==> config.mk <==
export PLATFORM = sky130hd
export DESIGN_NAME = tuner_ctl_slave
export DESIGN_NICKNAME = d
export VERILOG_FILES = /design/src/rtl/tcs_pkg.sv /design/src/rtl/tcs_bus_sense.sv /design/src/rtl/tcs_link_fsm.sv /design/src/rtl/tcs_latch_bank.sv /design/src/rtl/tuner_ctl_slave.sv
export SDC_FILE = /design/constraint.sdc
export NUM_CORES = 1
export LEC_CHECK = 0
export ABC_AREA = 1
export ABC_CLOCK_PERIOD_IN_PS = 1400
export BUFFER_PORTS_ARGS = -buffer_cell sky130_fd_sc_hd__buf_2
export CAP_MARGIN = 5
export CORE_UTILIZATION = 50
export CTS_CLUSTER_DIAMETER = 80
export DETAILED_ROUTE_END_ITERATION = 12
export PLACE_DENSITY = 0.8
export SKIP_LAST_GASP = 1
export SLEW_MARGIN = 15
export SYNTH_ARGS = -nofsm -noshare
export SYNTH_HDL_FRONTEND = slang
export SYNTH_SLANG_ARGS = --single-unit
==> constraint.sdc <==
create_clock -name clk -period 1.4 [get_ports clk]
set_input_delay 0.07 -clock clk [delete_from_list [all_inputs] [get_ports clk]]
set_output_delay 0.07 -clock clk [all_outputs]
set_load 0.05 [all_outputs]
==> src/rtl/tcs_pkg.sv <==
package tcs_pkg;

    typedef enum logic [2:0] {
        ST_IDLE,
        ST_ADDR,
        ST_ADDR_ACK,
        ST_DATA,
        ST_DATA_ACK,
        ST_IGNORE
    } link_state_t;

    typedef enum logic [1:0] {
        KIND_NONE,
        KIND_DIV_HI,
        KIND_DIV_LO,
        KIND_CTRL
    } byte_kind_t;

    localparam int BYTE_BITS = 8;

endpackage

==> src/rtl/tcs_bus_sense.sv <==
module tcs_bus_sense #(
    parameter int SYNC_STAGES = 2
) (
    input  logic clk,
    input  logic rst_n,
    input  logic scl_i,
    input  logic sda_i,
    output logic scl_rise,
    output logic scl_fall,
    output logic sda_bit,
    output logic start_det,
    output logic stop_det
);
    // bit 1 = SCL, bit 0 = SDA
    logic [1:0] stage [SYNC_STAGES];
    logic [1:0] prev;

    for (genvar g = 0; g < SYNC_STAGES; g++) begin : g_sync
        if (g == 0) begin : g_first
            always_ff @(posedge clk or negedge rst_n) begin
                if (!rst_n) stage[g] <= 2'b11;
                else        stage[g] <= {scl_i, sda_i};
            end
        end else begin : g_next
            always_ff @(posedge clk or negedge rst_n) begin
                if (!rst_n) stage[g] <= 2'b11;
                else        stage[g] <= stage[g-1];
            end
        end
    end

    always_ff @(posedge clk or negedge rst_n) begin
        if (!rst_n) prev <= 2'b11;
        else        prev <= stage[SYNC_STAGES-1];
    end

    logic scl_s, sda_s, scl_q, sda_q;
    assign scl_s = stage[SYNC_STAGES-1][1];
    assign sda_s = stage[SYNC_STAGES-1][0];
    assign scl_q = prev[1];
    assign sda_q = prev[0];

    assign scl_rise  = scl_s & ~scl_q;
    assign scl_fall  = ~scl_s & scl_q;
    assign sda_bit   = sda_s;
    assign start_det = scl_s & scl_q & sda_q & ~sda_s;
    assign stop_det  = scl_s & scl_q & ~sda_q & sda_s;

endmodule

==> src/rtl/tcs_link_fsm.sv <==
module tcs_link_fsm
    import tcs_pkg::*;
(
    input  logic       clk,
    input  logic       rst_n,
    input  logic       scl_rise,
    input  logic       scl_fall,
    input  logic       sda_bit,
    input  logic       start_det,
    input  logic       stop_det,
    input  logic [6:0] addr7,
    output logic       sda_pull,
    output logic       evt_valid,
    output byte_kind_t evt_kind,
    output logic [7:0] evt_byte
);
    localparam int CNT_W = $clog2(BYTE_BITS + 1);
    localparam logic [CNT_W-1:0] FULL_CNT = CNT_W'(BYTE_BITS);

    link_state_t st, st_n;
    logic [7:0]       shreg;
    logic [CNT_W-1:0] bit_cnt;
    logic             pair_open;
    logic             byte_done;
    logic             addr_hit;
    logic             in_rx;
    logic             in_ack;

    assign byte_done = scl_fall && (bit_cnt == FULL_CNT);
    assign addr_hit  = (shreg == {addr7, 1'b0});

    // state register
    always_ff @(posedge clk or negedge rst_n) begin
        if (!rst_n) st <= ST_IDLE;
        else        st <= st_n;
    end

    // next state
    always_comb begin
        st_n = st;
        if (start_det) begin
            st_n = ST_ADDR;
        end else if (stop_det) begin
            st_n = ST_IDLE;
        end else begin
            unique case (st)
                ST_IDLE, ST_IGNORE: st_n = st;
                ST_ADDR:     if (byte_done) st_n = addr_hit ? ST_ADDR_ACK : ST_IGNORE;
                ST_ADDR_ACK: if (scl_fall)  st_n = ST_DATA;
                ST_DATA:     if (byte_done) st_n = ST_DATA_ACK;
                ST_DATA_ACK: if (scl_fall)  st_n = ST_DATA;
                default:     st_n = ST_IDLE;
            endcase
        end
    end

    // outputs
    always_comb begin
        in_rx     = (st == ST_ADDR) || (st == ST_DATA);
        in_ack    = (st == ST_ADDR_ACK) || (st == ST_DATA_ACK);
        sda_pull  = in_ack;
        evt_valid = (st == ST_DATA) && byte_done && !start_det && !stop_det;
        evt_byte  = shreg;
        if (pair_open)     evt_kind = KIND_DIV_LO;
        else if (shreg[7]) evt_kind = KIND_CTRL;
        else               evt_kind = KIND_DIV_HI;
    end

    // shifter, bit counter, divider-pair tracking
    always_ff @(posedge clk or negedge rst_n) begin
        if (!rst_n) begin
            shreg     <= '0;
            bit_cnt   <= '0;
            pair_open <= 1'b0;
        end else if (start_det || stop_det) begin
            bit_cnt   <= '0;
            pair_open <= 1'b0;
        end else begin
            if (scl_rise && in_rx && (bit_cnt != FULL_CNT)) begin
                shreg   <= {shreg[6:0], sda_bit};
                bit_cnt <= bit_cnt + 1'b1;
            end
            if (scl_fall && in_ack) bit_cnt <= '0;
            if (evt_valid) pair_open <= (evt_kind == KIND_DIV_HI);
        end
    end

    // acknowledge only begins right after an SCL fall
    assert_ack_start_R2: assert property (@(posedge clk) disable iff (!rst_n)
        $rose(sda_pull) |-> $past(scl_fall));

    // acknowledge ends on an SCL fall, or a start/stop abort
    assert_ack_end_R2: assert property (@(posedge clk) disable iff (!rst_n)
        $fell(sda_pull) |-> $past(scl_fall || start_det || stop_det));

endmodule

==> src/rtl/tcs_latch_bank.sv <==
module tcs_latch_bank
    import tcs_pkg::*;
#(
    parameter int DIV_W     = 11,
    parameter int DIV_RESET = 1024
) (
    input  logic             clk,
    input  logic             rst_n,
    input  logic             evt_valid,
    input  byte_kind_t       evt_kind,
    input  logic [7:0]       evt_byte,
    output logic [DIV_W-1:0] div_ratio,
    output logic             pump_hi,
    output logic [2:0]       chan_off,
    output logic [2:0]       test_mode
);
    localparam int LO_W = 5;
    localparam int HI_W = DIV_W - LO_W;

    logic [HI_W-1:0] hi_pend;

    always_ff @(posedge clk or negedge rst_n) begin
        if (!rst_n) begin
            hi_pend   <= '0;
            div_ratio <= DIV_W'(DIV_RESET);
            pump_hi   <= 1'b0;
            chan_off  <= '0;
            test_mode <= '0;
        end else if (evt_valid) begin
            unique case (evt_kind)
                KIND_DIV_HI: hi_pend   <= evt_byte[HI_W-1:0];
                KIND_DIV_LO: div_ratio <= {hi_pend, evt_byte[7 -: LO_W]};
                KIND_CTRL: begin
                    pump_hi   <= evt_byte[6];
                    chan_off  <= {evt_byte[3], evt_byte[4], evt_byte[5]};
                    test_mode <= evt_byte[2:0];
                end
                default: ;
            endcase
        end
    end

    // the ratio only moves after a completed low byte
    assert_ratio_pair_R5: assert property (@(posedge clk) disable iff (!rst_n)
        (div_ratio != $past(div_ratio)) |-> $past(evt_valid && (evt_kind == KIND_DIV_LO)));

    // control fields only move after a control byte
    assert_ctrl_byte_R7: assert property (@(posedge clk) disable iff (!rst_n)
        ({pump_hi, chan_off, test_mode} != $past({pump_hi, chan_off, test_mode}))
        |-> $past(evt_valid && (evt_kind == KIND_CTRL)));

endmodule

==> src/rtl/tuner_ctl_slave.sv <==
module tuner_ctl_slave
    import tcs_pkg::*;
#(
    parameter int         DIV_W       = 11,
    parameter int         DIV_RESET   = 1024,
    parameter logic [6:0] BASE_ADDR   = 7'h22,
    parameter int         SYNC_STAGES = 2
) (
    input  logic             clk,
    input  logic             rst_n,
    input  logic             scl_i,
    input  logic             sda_i,
    input  logic             addr_sel,
    output logic             sda_pull_o,
    output logic [DIV_W-1:0] div_ratio_o,
    output logic             pump_hi_o,
    output logic [2:0]       chan_off_o,
    output logic [2:0]       test_mode_o
);
    logic       scl_rise, scl_fall, sda_bit, start_det, stop_det;
    logic       fsm_pull;
    logic       evt_valid;
    byte_kind_t evt_kind;
    logic [7:0] evt_byte;
    logic [6:0] addr7;

    assign addr7 = {BASE_ADDR[6:1], BASE_ADDR[0] | addr_sel};

    tcs_bus_sense #(.SYNC_STAGES(SYNC_STAGES)) u_sense (
        .clk       (clk),
        .rst_n     (rst_n),
        .scl_i     (scl_i),
        .sda_i     (sda_i),
        .scl_rise  (scl_rise),
        .scl_fall  (scl_fall),
        .sda_bit   (sda_bit),
        .start_det (start_det),
        .stop_det  (stop_det)
    );

    tcs_link_fsm u_fsm (
        .clk       (clk),
        .rst_n     (rst_n),
        .scl_rise  (scl_rise),
        .scl_fall  (scl_fall),
        .sda_bit   (sda_bit),
        .start_det (start_det),
        .stop_det  (stop_det),
        .addr7     (addr7),
        .sda_pull  (fsm_pull),
        .evt_valid (evt_valid),
        .evt_kind  (evt_kind),
        .evt_byte  (evt_byte)
    );

    tcs_latch_bank #(.DIV_W(DIV_W), .DIV_RESET(DIV_RESET)) u_bank (
        .clk       (clk),
        .rst_n     (rst_n),
        .evt_valid (evt_valid),
        .evt_kind  (evt_kind),
        .evt_byte  (evt_byte),
        .div_ratio (div_ratio_o),
        .pump_hi   (pump_hi_o),
        .chan_off  (chan_off_o),
        .test_mode (test_mode_o)
    );

    // power-on reset keeps the bus free
    assign sda_pull_o = rst_n & fsm_pull;

endmodule

## Word-level counts from Yosys, hierarchy flattened

Index checks and enable logic that the tools add are counted.
W data, S select, Z words.

- Register bits: 46
- Latch bits: 0
- Bits in writable memories: 0
- ROM bits: 0
- Bits of input ports: 5
- Output and inout bits: 19
- Memories kept: 0

- Add/subtract/negate cells: 1
- Multipliers: 0
- Div/mod/pow operators: 0
- Order comparisons: 0
- Eq/ne operators: 15
- Shift operators: 0
- Multiplexer cells: 14
- Bitwise gates (word level): 13
- Reduce and logical (&&, ||, !) cells: 22

Operators by type and width:

| operator | number |
|---|---|
| $mux W3 | 6 |
| $mux W4 | 3 |
| $ne A4 B1 Y1 const B | 3 |
| $pmux W3 S4 | 1 |
| $and A1 B1 Y1 | 8 |
| $eq A8 B7 Y1 | 1 |
| $reduce_and A2 Y1 | 4 |
| $logic_and A1 B1 Y1 | 7 |
| $eq A3 B2 Y1 const B | 2 |
| $eq A3 B3 Y1 const B | 2 |
| $not A1 Y1 | 5 |
| $add A4 B1 Y4 const B | 1 |
| $eq A2 B2 Y1 const B | 2 |
| $eq A4 B4 Y1 const B | 1 |
| $mux W2 | 2 |
| $ne A4 B4 Y1 const B | 1 |
| $reduce_and A4 Y1 | 1 |
| $reduce_or A2 Y1 | 2 |
| $eq A3 B1 Y1 const B | 1 |
| $logic_not A3 Y1 | 1 |
| $logic_or A1 B1 Y1 | 3 |
| $ne A3 B1 Y1 const B | 1 |
| $reduce_bool A3 Y1 | 1 |
| $eq A2 B1 Y1 const B | 1 |
| 3 further kinds | 5 |

## Logic depth before layout (Yosys ltp)

- Depth in word-level cells: 8
- Gate-level depth with buffers: 10

## By module

A second synthesis with hierarchy kept.

- Cell total of the unflattened synthesis: 258
- Area, all modules: 2319.7 µm²

By module, submodules not included:

| module | times used | cells each | area each (µm²) |
|---|---|---|---|
| tcs_latch_bank | 1 | 110 | 1073.5 |
| tcs_link_fsm | 1 | 127 | 1032.2 |
| tcs_bus_sense | 1 | 17 | 198.9 |
| tuner_ctl_slave | 1 | 4 | 15.0 |

## Worst setup path after synthesis

OpenSTA, ideal clock, no wires.

- Path kind: register to register
- Start point: register u_fsm.bit_cnt[0]
- End point: register u_bank.chan_off[2]
- Setup time: 121 ps
- Data arrival time: 1437 ps
- Slack: -157 ps
- Cell stages (with the launch flop): 11
- Path buffers: 1
- Path through: dfrtp_1 inv_1 ha_1 nand2_1 nor2_1 nand2_2 nor2_8 nand3_4 buf_6 nand2_1 o21ai_2

- Cells in the longest elaborated chain, start to end: 6

RTL lines:

| element | line | text |
|---|---|---|
| from (decl) | tcs_link_fsm.sv:22 | `logic [CNT_W-1:0] bit_cnt;` |
| from (signal assigned) | tcs_link_fsm.sv:81 | `bit_cnt <= bit_cnt + 1'b1;` |
| $eq A4 B4 Y1 | tcs_link_fsm.sv:29 | `assign byte_done = scl_fall && (bit_cnt == FULL_CNT);` |
| $logic_and A1 B1 Y1 | tcs_link_fsm.sv:29 |  |
| $logic_and A1 B1 Y1 (3 in a row) | tcs_link_fsm.sv:62 | `evt_valid = (st == ST_DATA) && byte_done && !start_det && !stop_det;` |
| $reduce_and A2 Y1 (no source line) | -- |  |
| to (signal assigned) | tcs_latch_bank.sv:35 | `chan_off <= {evt_byte[3], evt_byte[4], evt_byte[5]};` |
| to (decl) | tcs_latch_bank.sv:14 | `output logic [2:0] chan_off,` |

Every way passes these cells.
A chain may end at the register's enable or synchronous reset.

## Final worst setup path

- Start point: register u_fsm.bit_cnt[1]
- End point: register u_bank.div_ratio[0]

- Cells in the longest elaborated chain, start to end: 6

RTL lines:

| element | line | text |
|---|---|---|
| $eq A4 B4 Y1 | tcs_link_fsm.sv:29 |  |
| $logic_and A1 B1 Y1 | tcs_link_fsm.sv:29 |  |
| $logic_and A1 B1 Y1 (3 in a row) | tcs_link_fsm.sv:62 |  |
| $reduce_and A2 Y1 (no source line) | -- |  |
| to (signal assigned) | tcs_latch_bank.sv:25 | `div_ratio <= DIV_W'(DIV_RESET);` |
| to (signal assigned) | tcs_latch_bank.sv:32 | `KIND_DIV_LO: div_ratio <= {hi_pend, evt_byte[7 -: LO_W]};` |
| to (decl) | tcs_latch_bank.sv:12 | `output logic [DIV_W-1:0] div_ratio,` |

Every way passes these cells.

==> run metrics <==
failing checks negative setup slack; antenna fix cells 0; unrepaired setup endpoints after global routing true; core box area 0.00397 sq mm; overflow left after global routing 0; Synth Area in Simple Gates 22.9%; Crit Path Max Fanout 8; fin worst setup slack -0.190 ns; reg2reg setup slack -0.19 ns; clk_skew 0.0101 ns; pwr/cell area 1410 mW/mm^2; Initial DRC Count 140; min Tclk post-route 1.59 ns; Final Wtd Congestion 0.819; Max VDD drop 978 uV; sequential element share of the synthesized area 56.1%; Root Driver clkbuf_8; Ys Warns 0; Nets 287; Mapped Area 0.00207 sq mm; Total Power 3.94 mW; first drt pass iteration count 4; status finished with violations; drt wl/cell 14.0 um; Tcrit/Tclk final 114%; Clock Tree Buf Depth 2; Hold Worst Slack 0.360 ns; Via Count 1716; worst r2r path cells 10; fmax 629 MHz; final non-filler cell total 331; Post-Synth Adder-Cell Area 1.21%; max-capacitance violation count 0; global-route usage over all layers 22.8%; drt drc 0; hold violation total from the final report 0; CTS buffer count 5; Synth Area in XOR/XNOR 0%; Hold Path Class register to register; Starting Density 52.1%; CTS tree done; Cell Rows 23; Syn Nets 224; worst hold stages 0; Port-buffer cells 23; Worst Tran Pin Value 0.569 ns; clk_lat worst skew 0.30 ns; io pins 24; proportion of synthesized area in mux cells 0%; Slew HR 62.1%; pre-CTS WS -0.208 ns; Layout Area Growth over Synthesis 35.0%; Unique masters post-synth 24; CTS clk-pin slew, worst paths 0.09 ns; critical path class register to register; post-synthesis compound-gate area fraction 12.3%; arrival time at the worst endpoint 1.79 ns; placed cell count 306; ratio of cells with drive above 1 in the final layout 51.2%; DP HPWL 2690 um; die span in y 66.3 um; FF+latch count, synth 46; first-pass GRT wire length 7400 um; final setup vio count 27; vias in the first global route 1635; Syn Area/Cell 9.53 sq um; Worst setup EP type register; Pleak 1.41 nW; antenna viol nets, final 0; number of antenna violations at the first check in global routing 0; largest family of logic cells by synthesized area simple AND/OR/NAND/NOR gates; Gate Count Post-Synth 217; CTS H-Tree Depth 2; crit start category register; # clock sinks 46; final core utilization 70.3%; routed vias/inst 5.18; Die Area 0.00440 sq mm; WP data required 1.60 ns; drt total wl 4620 um; largest net degree at the start of global routing 47; Die Wd 66.3 um; Final Max Slew Viols 0
power by group:
| group | internal (mW) | total (mW) | switching (mW) |
|---|---|---|---|
| Sequential | 1.51 | 1.67 | 0.159 |
| Clock | 0.352 | 0.813 | 0.461 |
| Combinational | 0.610 | 1.46 | 0.846 |
Yosys cell counts, drive strengths merged:
cell type   n  share of area [%]
nand2      61                 12
dfrtp      39                 47
o21ai      30                 10
inv        29                5.3
nand3      21                6.9
nor2       11                3.3
dfstp       7                8.9
buf         4                1.9
a21oi       3               0.73
nand4       3               0.91
o22ai       3               0.91
clkbuf      2               0.36
ha          2                1.2
nor3        1               0.24
o31ai       1               0.36
per-layer routing:
layer / track usage [%] / vias up / wire length, um
met5: 0 / - / 0
met4: 10.4 / 0 / 82
met3: 6.21 / 9 / 198
met2: 35.6 / 47 / 2290
met1: 29.5 / 830 / 2050
li1: - / 830 / -
timing repair:
action	CTS	global route
hold endpoints to repair	41	0
hold buffers	3	0
setup buffers	6	5
gates resized for setup	20	28
setup endpoints to repair	33	33
gates cloned	3	0
pin swaps	9	12
critical path: stages (launching register included):
cell and delay (ns):
dfrtp_1 0.40, inv_2 0.08, ha_4 0.14, nand2_2 0.04
nor2_2 0.10, nand2_2 0.10, nor2_8 0.18, buf_12 0.13
nand3_4 0.15, nand2_1 0.10, o21ai_1 0.06
through the flow:
stage                     setup TNS (ns)  cell area [sq um]
after floorplan                    -2.75               2100
after global placement             -2.72               2390
after detailed placement           -4.03               2390
after CTS                          -2.88               2660
after global routing               -6.51               2790
final                              -3.62               2790
registers in the layout, indices dropped and copies added (netlist names):
signal / count
u_sense.scl_s: 1
u_fsm.evt_byte: 8
u_bank.test_mode: 3
u_bank.pump_hi: 1
u_fsm.st: 3
u_sense.sda_bit: 1
u_bank.div_ratio: 11
u_sense.stage: 2
u_fsm.bit_cnt: 4
u_sense.prev: 2
u_fsm.pair_open: 1
u_bank.chan_off: 3
u_bank.hi_pend: 6
cells by family after synthesis:
kind of cell	Yosys count
AOI/OAI and AO/OA	37
adders and majority gates	2
buffers and inverters	35
DFF	46
and+or+nand+nor	97
final timing paths:
check                                             start                               to
hold / removal               u_sense.stage[3]$_DFF_PN1_          u_sense.scl_s$_DFF_PN1_
hold reg to reg              u_sense.stage[3]$_DFF_PN1_          u_sense.scl_s$_DFF_PN1_
min in group asynchronous                         rst_n    u_bank.hi_pend[0]$_DFFE_PN0P_
setup reg to reg           u_fsm.bit_cnt[1]$_DFFE_PN0P_  u_bank.div_ratio[0]$_DFFE_PN0P_
max in group asynchronous                         rst_n          u_fsm.st[1]$_DFFE_PN0P_
setup / recovery           u_fsm.bit_cnt[1]$_DFFE_PN0P_  u_bank.div_ratio[0]$_DFFE_PN0P_
placed cells by master (no fill, tap or decap), drive strengths merged:
cell type,Yosys,routed
ha,2,2
nor3,1,1
dfrtp,39,39
nand2,61,61
o21ai,30,30
clkbuf,2,5
nand3,21,24
buf,4,56
a21oi,3,3
o22ai,3,3
clkinv,0,2
inv,29,30
dfstp,7,7
nand4,3,3
nor2,11,11
o31ai,1,1
dlygate4sd3,0,3
final cells by class:
cell class	instances	area (sq um)
clock buffer	5	68.8
sequential	46	1160
multi-input combinational	139	950
clock inverter	3	18.8
timing repair buffer	59	419
inverter	29	111
fill	279	1180
tap	50	62.6
(Power assumes the default switching activity.)
